===== src/rtl/hp_slot_pkg.sv =====
package hp_slot_pkg;
  localparam int REG_W     = 16;
  localparam int STS_ABP   = 0;
  localparam int STS_PFD   = 1;
  localparam int STS_PDC   = 3;
  localparam int STS_CC    = 4;
  localparam int STS_PDS   = 6;
  localparam int STS_DLLSC = 8;
  localparam int CTL_ABPE  = 0;
  localparam int CTL_PDCE  = 3;
  localparam int CTL_CCIE  = 4;
  localparam int CTL_HPIE  = 5;
  localparam int CTL_AIND  = 6;
  localparam int CTL_PIND  = 8;
  localparam logic [1:0] IND_OFF = 2'b11;

  typedef enum logic [1:0] {
    SZ_BYTE  = 2'd0,
    SZ_WORD  = 2'd1,
    SZ_DWORD = 2'd2
  } wr_size_e;

  function automatic logic [REG_W-1:0] bit_of(input int pos);
    logic [REG_W-1:0] v;
    v = '0;
    v[pos] = 1'b1;
    return v;
  endfunction

  localparam logic [REG_W-1:0] STS_W1C = bit_of(STS_ABP) | bit_of(STS_PFD) |
                                         bit_of(STS_PDC) | bit_of(STS_CC)  |
                                         bit_of(STS_DLLSC);
  localparam logic [REG_W-1:0] HP_EVT  = bit_of(CTL_ABPE) | bit_of(CTL_PDCE);
  localparam logic [REG_W-1:0] CTL_RST = ({{(REG_W-2){1'b0}}, IND_OFF} << CTL_PIND) |
                                         ({{(REG_W-2){1'b0}}, IND_OFF} << CTL_AIND);
endpackage


===== src/rtl/hp_rst_sync.sv =====
module hp_rst_sync #(
  parameter int STAGES = 2
) (
  input  logic clk,
  input  logic rst_n,
  output logic rst_sync_n
);
  logic [STAGES-1:0] sync_q;
  logic [STAGES-1:0] sync_n;

  always_comb begin
    sync_n = {sync_q[STAGES-2:0], 1'b1};
  end

  always_ff @(posedge clk or negedge rst_n) begin
    if (!rst_n) sync_q <= '0;
    else        sync_q <= sync_n;
  end

  assign rst_sync_n = sync_q[STAGES-1];
endmodule


===== src/rtl/hp_cfg_decode.sv =====
module hp_cfg_decode
  import hp_slot_pkg::*;
#(
  parameter int ADDR_W   = 12,
  parameter int SLOT_OFS = 24
) (
  input  logic              slot_impl,
  input  logic              wr_en,
  input  logic [ADDR_W-1:0] wr_addr,
  input  logic [1:0]        wr_size,
  input  logic [ADDR_W-3:0] rd_dw,
  output logic              ctl_wr,
  output logic              sts_wr,
  output logic              rd_hit
);
  localparam logic [ADDR_W-1:0] CTL_A = ADDR_W'(SLOT_OFS);
  localparam logic [ADDR_W-1:0] STS_A = ADDR_W'(SLOT_OFS + 2);
  localparam logic [ADDR_W-3:0] RD_A  = CTL_A[ADDR_W-1:2];

  logic word_ok;

  always_comb begin
    word_ok = (wr_size == SZ_WORD) && wr_en && slot_impl;
    ctl_wr  = word_ok && (wr_addr == CTL_A);
    sts_wr  = word_ok && (wr_addr == STS_A);
    rd_hit  = (rd_dw == RD_A);
  end

  always_comb begin
    a_one_target_r3: assert (!(ctl_wr && sts_wr));
  end
endmodule


===== src/rtl/hp_slot_core.sv =====
module hp_slot_core
  import hp_slot_pkg::*;
(
  input  logic             clk,
  input  logic             rst_n,
  input  logic             slot_impl,
  input  logic             wr_any,
  input  logic             ctl_wr,
  input  logic             sts_wr,
  input  logic [REG_W-1:0] wdata,
  input  logic             sb_valid,
  input  logic [REG_W-1:0] sb_flags,
  output logic [REG_W-1:0] ctl_view,
  output logic [REG_W-1:0] sts_q,
  output logic             cc_fire,
  output logic             hp_fire,
  output logic             removal_valid
);
  logic [REG_W-1:0] ctl_q, ctl_n, sts_n;
  logic             rv_n, rem_evt, sts_en, rv_en;

  always_comb begin
    ctl_n   = ctl_q;
    sts_n   = sts_q;
    rv_n    = removal_valid;
    rem_evt = 1'b0;
    cc_fire = 1'b0;
    hp_fire = 1'b0;
    if (wr_any) rv_n = 1'b0;
    if (ctl_wr) begin
      ctl_n = wdata;
      if (sts_q[STS_PDS] && (wdata[CTL_PIND+:2] == IND_OFF) &&
          (ctl_q[CTL_PIND+:2] != IND_OFF)) begin
        rem_evt        = 1'b1;
        sts_n[STS_PDS] = 1'b0;
        sts_n[STS_PDC] = 1'b1;
        rv_n           = 1'b1;
      end
      if (wdata != ctl_q) begin
        sts_n[STS_CC] = 1'b1;
        cc_fire       = wdata[CTL_CCIE];
      end
      if (rem_evt) hp_fire = wdata[CTL_HPIE] && (|(sts_n & wdata & HP_EVT));
    end
    if (sts_wr) sts_n = sts_q & ~(wdata & STS_W1C);
    if (sb_valid) sts_n = sts_n | sb_flags;
  end

  always_comb begin
    sts_en   = ctl_wr || sts_wr || sb_valid;
    rv_en    = wr_any;
    ctl_view = slot_impl ? ctl_q : '0;
  end

  always_ff @(posedge clk or negedge rst_n) begin
    if (!rst_n)      ctl_q <= CTL_RST;
    else if (ctl_wr) ctl_q <= ctl_n;
  end

  always_ff @(posedge clk or negedge rst_n) begin
    if (!rst_n)      sts_q <= '0;
    else if (sts_en) sts_q <= sts_n;
  end

  always_ff @(posedge clk or negedge rst_n) begin
    if (!rst_n)     removal_valid <= 1'b0;
    else if (rv_en) removal_valid <= rv_n;
  end

  p_cc_on_change_r6: assert property (@(posedge clk) disable iff (!rst_n)
    (ctl_wr && (wdata != ctl_q)) |=> sts_q[STS_CC]);
  p_removal_r7: assert property (@(posedge clk) disable iff (!rst_n)
    (rem_evt && !sb_valid) |=> (!sts_q[STS_PDS] && sts_q[STS_PDC] && removal_valid));
  p_rv_rise_r7: assert property (@(posedge clk) disable iff (!rst_n)
    $rose(removal_valid) |-> $past(ctl_wr));
  p_rv_clear_r10: assert property (@(posedge clk) disable iff (!rst_n)
    (wr_any && !rem_evt) |=> !removal_valid);
  p_unimpl_r11: assert property (@(posedge clk) disable iff (!rst_n)
    (!slot_impl && !sb_valid) |=> ($stable(sts_q) && $stable(ctl_q)));
endmodule


===== src/rtl/hp_irq_gen.sv =====
module hp_irq_gen (
  input  logic clk,
  input  logic rst_n,
  input  logic msi_en,
  input  logic cc_fire,
  input  logic hp_fire,
  output logic irq_pulse
);
  logic irq_n;

  always_comb begin
    irq_n = msi_en && (cc_fire || hp_fire);
  end

  always_ff @(posedge clk or negedge rst_n) begin
    if (!rst_n) irq_pulse <= 1'b0;
    else        irq_pulse <= irq_n;
  end

  p_irq_msi_r9: assert property (@(posedge clk) disable iff (!rst_n)
    irq_pulse |-> $past(msi_en));
  p_irq_src_r8: assert property (@(posedge clk) disable iff (!rst_n)
    irq_pulse |-> $past(cc_fire || hp_fire));
endmodule


===== src/rtl/hp_slot_regs.sv =====
module hp_slot_regs
  import hp_slot_pkg::*;
#(
  parameter int ADDR_W   = 12,
  parameter int SLOT_OFS = 24
) (
  input  logic              clk,
  input  logic              rst_n,
  input  logic              slot_implemented,
  input  logic              msi_en,
  input  logic              wr_en,
  input  logic [ADDR_W-1:0] wr_addr,
  input  logic [1:0]        wr_size,
  input  logic [15:0]       wr_data,
  input  logic [ADDR_W-3:0] rd_dw,
  output logic [31:0]       rd_data,
  input  logic              flag_set_en,
  input  logic [15:0]       flag_set,
  output logic              irq_pulse,
  output logic              removal_valid
);
  logic             rst_i_n, ctl_wr, sts_wr, rd_hit, cc_fire, hp_fire;
  logic [REG_W-1:0] ctl_view, sts_q;

  hp_rst_sync #(.STAGES(2)) u_rst (
    .clk(clk), .rst_n(rst_n), .rst_sync_n(rst_i_n));

  hp_cfg_decode #(.ADDR_W(ADDR_W), .SLOT_OFS(SLOT_OFS)) u_dec (
    .slot_impl(slot_implemented), .wr_en(wr_en), .wr_addr(wr_addr),
    .wr_size(wr_size), .rd_dw(rd_dw), .ctl_wr(ctl_wr), .sts_wr(sts_wr),
    .rd_hit(rd_hit));

  hp_slot_core u_core (
    .clk(clk), .rst_n(rst_i_n), .slot_impl(slot_implemented), .wr_any(wr_en),
    .ctl_wr(ctl_wr), .sts_wr(sts_wr), .wdata(wr_data), .sb_valid(flag_set_en),
    .sb_flags(flag_set), .ctl_view(ctl_view), .sts_q(sts_q), .cc_fire(cc_fire),
    .hp_fire(hp_fire), .removal_valid(removal_valid));

  hp_irq_gen u_irq (
    .clk(clk), .rst_n(rst_i_n), .msi_en(msi_en), .cc_fire(cc_fire),
    .hp_fire(hp_fire), .irq_pulse(irq_pulse));

  always_comb begin
    rd_data = rd_hit ? {sts_q, ctl_view} : 32'h0;
  end

  p_read_zero_r2: assert property (@(posedge clk) disable iff (!rst_i_n)
    !rd_hit |-> (rd_data == 32'h0));
endmodule


===== config.mk =====
export PLATFORM = sky130hd
export DESIGN_NAME = hp_slot_regs
export DESIGN_NICKNAME = d
export VERILOG_FILES = /design/src/rtl/hp_slot_pkg.sv /design/src/rtl/hp_rst_sync.sv /design/src/rtl/hp_cfg_decode.sv /design/src/rtl/hp_slot_core.sv /design/src/rtl/hp_irq_gen.sv /design/src/rtl/hp_slot_regs.sv
export SDC_FILE = /design/constraint.sdc
export NUM_CORES = 1
export LEC_CHECK = 0
export BUFFER_PORTS_ARGS = -buffer_cell sky130_fd_sc_hd__buf_2
export CAP_MARGIN = 20
export CORE_ASPECT_RATIO = 1.4
export CORE_MARGIN = 3
export CORE_UTILIZATION = 45
export CTS_BUF_LIST = sky130_fd_sc_hd__clkbuf_4 sky130_fd_sc_hd__clkbuf_8 sky130_fd_sc_hd__clkbuf_16
export DETAILED_ROUTE_END_ITERATION = 12
export PLACE_DENSITY = 0.82
export SKIP_CTS_REPAIR_TIMING = 1
export SLEW_MARGIN = 40
export SYNTH_ARGS = -nofsm -noshare
export SYNTH_HDL_FRONTEND = slang
export SYNTH_SLANG_ARGS = --single-unit

===== constraint.sdc =====
create_clock -name clk -period 1.8 [get_ports clk]
set_input_delay 0.09 -clock clk [delete_from_list [all_inputs] [get_ports clk]]
set_output_delay 0.09 -clock clk [all_outputs]
set_load 0.02 [all_outputs]

==> impl_metrics.toml, run 1 <==
[detailed_routing]
drt_iter0_drc = 90
drc_errors = 0
wire_per_inst_um = 14.3
vias = 1791
routed_wl_um = 4850
viasPerCell = 5.27
final_antenna_net_count = 0
drt_first_pass_iters = 4

[timing]
fmax_mhz = 598
fin_skew_ns = 0.00916
fin_ws_ns = 0.127
period_needed_ns = 1.67
final-hold-violation-count = 1
setup_viol = 0
finalSetupTns_ns = 0
grt_setup_unrepaired = "no"
drv_slew = 0
tightest_slew_ns = 0.600
period_share = 0.929
relSlewSlack = 0.600
whs_ns = -0.00146

[die]
io_pins = 96
rows = 27
die_height_um = 82.8
dieWidth_um = 60.9
floorplan.initialDensity = 0.476
core_area_um2 = 3990
die_area_um2 = 5040

[finish]
drive_above_1_share = 0.407
fill_cells = 339
seqCellArea_um2 = 906
final_core_util = 0.657
multi_input_area_um2 = 951
syn_to_final_growth_pct = 38.1
nNetsFinal = 358
antenna_cells = 0

[critical_path]
crit_buf_inv = 3
critPathLaunchType = "input port"
r2r_start = "u_core.ctl_q[8]"
crit_top_cell = "buf_2"
cp-end-kind = "primary output"
worstPathCellList = "buf_2 -> or4_1 -> nor4_4 -> buf_12 -> and3_1 -> buf_2"
r2r_cells = 4
rrSetupSlack_ns = 0.32
slowest_delay_ns = 0.56
r2r-end = "u_core.sts_q[4]"
required_ns = 1.71
cp_slowest_cell = "or4_1"
cp_top_family = "simple AND/OR/NAND/NOR gates"
crit_type = "in2out"
cp.arrival_ns = 1.58
critPathMaxFanout = 32

[global_route]
track_usage = 0.203
grt_pass1_vias = 1717
antenna_found_initial = 0
grt_pass1_wl_um = 7770
grt_start_max_net_pins = 33
grt-ovfl-total = 0

[yosys]
ys_seq_area_frac = 0.478
yosysTopAreaCell = "dfrtp_1"
yosysTopAreaCellShare = 0.422
synth_area_per_cell_um2 = 9.83
yosysUniqueCellTypes = 31
yosys_warnings = 0
ys_ff_latch = 36
synth_nets = 255
synth.top_cells.by_area = "dfrtp_1, nand2_1, xnor2_1"
synthCells = 193
synthesis.area_um2 = 1900

[pwr]
total_power_mw = 1.75
power_density_nw_per_um2 = 668
switchingPower_mw = 0.367
pwr-share-comb = 0.088
pwr-share-seq = 0.468
ir_worst_vdd_v = 0.000572
p_int_mw = 1.38
p_leak_nw = 1.39
switching_share = 0.210
pwr-share-clk = 0.444

[hold_path]
worstHoldPathCells = 2
worstHoldPathType = "in2reg"
hold-path-endpoint = "u_core.sts_q[14]"
hold_start = "flag_set[14]"

[clocking]
cts_num_sinks = 36
clk_pin_slew_worst_paths_ns = 0.07
root_buffer = "clkbuf_8"
cts_tree = "yes"
ctsLongestPathBuffers = 2
numCtsBuffers = 5
cts_max_level = 2
clock_latency_ns = 0.29

[placement]
dpl.hpwl_um = 3810
portBuffers = 95
post-place-ws_ns = 0.119
place_congestion = 0.733

[run_status]
violations = "hold timing"
status = "finished with violations"

[flow_run]
cap_violations = 0
==> power by group through the flow <==
stage          clock network (mW)  logic [mW]  registers [mW]
6_report                    0.777       0.154           0.818
5_1_grt                     0.833       0.170           0.819
4_1_cts                     0.794       0.149           0.818
3_5_place_dp                    0       0.148           0.834
3_3_place_gp                    0       0.145           0.834
2_1_floorplan                   0      0.0434           0.838
==> worst reg2reg max path, stage by stage, from the launching register on <==
cell and delay [ns]:
dfstp_2 0.58, xnor2_1 0.12, nand4_1 0.16, nor4_1 0.34, o211ai_1 0.15
==> per-layer routing <==
metal	routed length [um]	GRT usage	part of all wire	vias to the layer above
li1	-	-	-	866
met1	1850	0.232	0.38	831
met2	2490	0.336	0.51	78
met3	358	0.0638	0.074	16
met4	154	0.0848	0.032	0
met5	0	0	0	-
==> flip-flops by register name (all words and copies together) (netlist names) <==
signal,cells
u_core.sts_q,16
u_core.ctl_q,16
u_irq.irq_pulse,1
u_rst.sync_q,2
u_core.removal_valid,1
==> cell type report <==
class / count / share of cell area
clock buffers: 7 / 0.0368
clock inverters: 1 / 0.0115
inverters: 1 / 0.00143
multi-input cells: 148 / 0.363
flip-flops and latches: 36 / 0.346
well taps: 43 / 0.0205
repair buffers: 104 / 0.221
==> through the flow <==
stage / instances / cell area, um^2 / hold WS [ns]
2_1_floorplan: 193 / 1900 / -0.206
5_1_grt: 340 / 2620 / 0.000551
4_1_cts: 336 / 2580 / -0.425
3_3_place_gp: 328 / 2450 / -0.125
6_report: 340 / 2620 / -0.00146
3_5_place_dp: 328 / 2450 / -0.122
==> Yosys cell counts <==
| cell | instances |
|---|---|
| nor4b_1 | 1 |
| nor4_4 | 2 |
| a21o_1 | 11 |
| and3_1 | 16 |
| nand3_1 | 3 |
| a211o_1 | 1 |
| conb_1 | 1 |
| inv_1 | 1 |
| nand4_1 | 4 |
| nor4_2 | 1 |
| or4b_4 | 1 |
| a21oi_1 | 2 |
| buf_6 | 2 |
| and2_1 | 16 |
| dfrtp_1 | 32 |
| o211ai_1 | 1 |
| o21ai_0 | 1 |
| and4bb_2 | 1 |
| nand4bb_2 | 1 |
| a21bo_2 | 2 |
| nand2_1 | 54 |
| or4_4 | 1 |
| or4_1 | 1 |
| nand4b_1 | 2 |
| clkbuf_1 | 6 |
| a22o_1 | 4 |
| xnor2_1 | 16 |
| nand4bb_1 | 2 |
| dfstp_2 | 4 |
| nor4_1 | 2 |
| o41ai_1 | 1 |
==> worst max path at each step <==
stage / slack [ns] / depth (start not counted) / to / from
after floorplan: 0.24 / 4 / rd_data[10] / rd_dw[5]
after global placement: 0.15 / 6 / rd_data[8] / rd_dw[5]
after CTS: 0.10 / 6 / rd_data[3] / rd_dw[5]
after global routing: 0.06 / 6 / rd_data[5] / rd_dw[5]
after detailed placement: 0.12 / 6 / rd_data[3] / rd_dw[5]
final: 0.13 / 6 / rd_data[3] / rd_dw[5]
==> cells in the final DEF (no fill, tap or decap), types with 2 or more instances in the layout <==
master / instances
buf_2: 95
nand2_1: 54
dfrtp_1: 32
and2_1: 16
and3_1: 16
xnor2_1: 16
a21o_1: 11
clkbuf_8: 7
nand4_1: 4
a22o_1: 4
dlygate4sd3_1: 4
dfstp_2: 4
nor4_4: 3
nand3_1: 3
buf_4: 3
nand4bb_1: 2
a21oi_1: 2
nor4_1: 2
nand4b_1: 2
a21bo_2: 2
buf_12: 2
==> cells by family after synthesis <==
kind of cell,count (synthesis),synth area share
AO/OA/AOI/OAI,23,0.0937
XOR/XNOR,16,0.0739
buffers and inverters,9,0.0257
flip-flops,36,0.478
other,1,0.00198
AND/OR/NAND/NOR,108,0.327
(Power assumes the default switching activity.)
==> run 2, diff against run 1 <==
- CORE_ASPECT_RATIO: 1.4 -> not set
==> run 2 against run 1 <==
Against the previous run:
- the flow now finishes without violations
- first-iteration DRC count grew 93%
- utilization grew 1.5 points
- count of clock-buffer cells in the layout shrank 1
- largest power group unchanged
- die area shrank 0.22%
- critical path type unchanged
- sequential share of layout area grew 0.40 points
- final cell count grew 1.5%
- global-route usage shrank 0.35 points
- clock skew shrank 0.0050 ns
- register-to-register slack gained 0.03 ns
- non-clock buffer count is the same
- worst setup slack lost 0.027 ns
- largest cell class unchanged
- power shrank 11%
==> impl_metrics.toml, run 2 (same netlist as run 1, synthesis figures left out) <==
[run_status]
status = "complete, no violations"

[finish]
final_cell_mix = "buf_2, nand2_1, dfrtp_1"
syn_to_final_growth_pct = 36.5
layout_commonest_cell = "buf_2"
antenna_cells = 0
reg_top3 = "u_core.ctl_q (16), u_core.sts_q (16), u_rst.sync_q (2)"
drive_above_1_share = 0.411
fill_cells = 318
nNetsFinal = 358

[timing]
period_share = 0.944
setup_viol = 0
finalSetupTns_ns = 0
drv_slew = 0
fin_skew_ns = 0.00415
grt_setup_unrepaired = "no"
fin_ws_ns = 0.100
period_needed_ns = 1.70
final-hold-violation-count = 0
fmax_mhz = 588
whs_ns = 0.0000204

[critical_path]
slowest_delay_ns = 0.57
cp.arrival_ns = 1.61
critPathLaunchType = "input port"
critPathMaxFanout = 19
worstPathCellList = "buf_2 -> or4_1 -> nor4_4 -> buf_4 -> and3_1 -> buf_2"
crit_buf_inv = 3
cp-end-kind = "primary output"
cp_slowest_cell = "or4_1"
required_ns = 1.71
cp_top_family = "simple AND/OR/NAND/NOR gates"
crit_type = "in2out"
crit_top_cell = "buf_2"

[detailed_routing]
highest_layer = "met4"
routed_wl_um = 4880
met3_length_um = 407
wl_met1_um = 2080
wire_per_inst_um = 14.1
drc_errors = 0
vias = 1725
viasPerCell = 5.00
drt_first_pass_iters = 4
met2_length_um = 2260
final_antenna_net_count = 0
drt_iter0_drc = 174

[die]
die_area_um2 = 5030
io_pins = 96
rows = 22
floorplan.initialDensity = 0.492
die_height_um = 70.9
dieWidth_um = 70.9
core_area_um2 = 3850

[clocking]
numCtsBuffers = 5
ctsLongestPathBuffers = 2
cts_max_level = 2
cts_tree = "yes"
clock_latency_ns = 0.29
cts_num_sinks = 36
clk_pin_slew_worst_paths_ns = 0.07
root_buffer = "clkbuf_8"

[placement]
post-place-ws_ns = 0.0985
place_congestion = 0.732
dpl.hpwl_um = 3830
portBuffers = 95

[global_route]
grt_pass1_vias = 1688
grt_start_max_net_pins = 26
grt-ovfl-total = 0
track_usage = 0.199
grt_pass1_wl_um = 7870
antenna_found_initial = 0

[pwr]
power_density_nw_per_um2 = 602
ir_worst_vdd_v = 0.000440
total_power_mw = 1.56
p_leak_nw = 1.38

[flow_run]
cap_violations = 0

[hold_path]
worstHoldPathType = "in2reg"
-- run 2: report_power, final --
group	switching (mW)	internal [mW]	total (mW)	leakage (nW)
combinational	0.0747	0.0818	0.157	0.925
clock	0.279	0.305	0.584	0.0510
sequential	0.00509	0.812	0.817	0.400
-- run 2: through the flow --
step	cells	util	area [um^2]
6_report	345	0.672	2590
5_1_grt	345	0.672	2590
3_3_place_gp	334	0.640	2470
2_1_floorplan	193	-	1900
4_1_cts	342	0.664	2560
3_5_place_dp	334	0.640	2470
-- run 2: path summary, 6_finish.rpt --
check | slack, ns | depth (start not counted) | endpoint | startpoint
max reg2reg | 0.35 | 4 | u_irq.irq_pulse | u_core.ctl_q[8]
min reg2reg | 0.18 | 0 | u_core.sts_q[10] | u_rst.sync_q[1]
min | 0.00002 | 2 | u_core.sts_q[14] | flag_set[14]
max | 0.10 | 6 | rd_data[9] | rd_dw[5]
max in group asynchronous | 1.06 | 1 | u_core.ctl_q[7] | u_rst.sync_q[1]
min in group asynchronous | 0.12 | 2 | u_rst.sync_q[1] | rst_n
-- run 2: area by class of cell --
cell class	count	area, um^2	area share
clock buffer	6	82.6	0.0319
clock inverter	2	10.0	0.00387
inverter	1	3.75	0.00145
multi-input combinational	148	951	0.367
sequential	36	906	0.350
tap	48	60.1	0.0232
timing repair buffer	104	576	0.222
-- run 2: routing by layer --
metal | vias to the layer above | track usage
li1 | 870 | -
met1 | 775 | 0.259
met2 | 68 | 0.313
met3 | 12 | 0.0469
met4 | 0 | 0.0960
met5 | - | 0
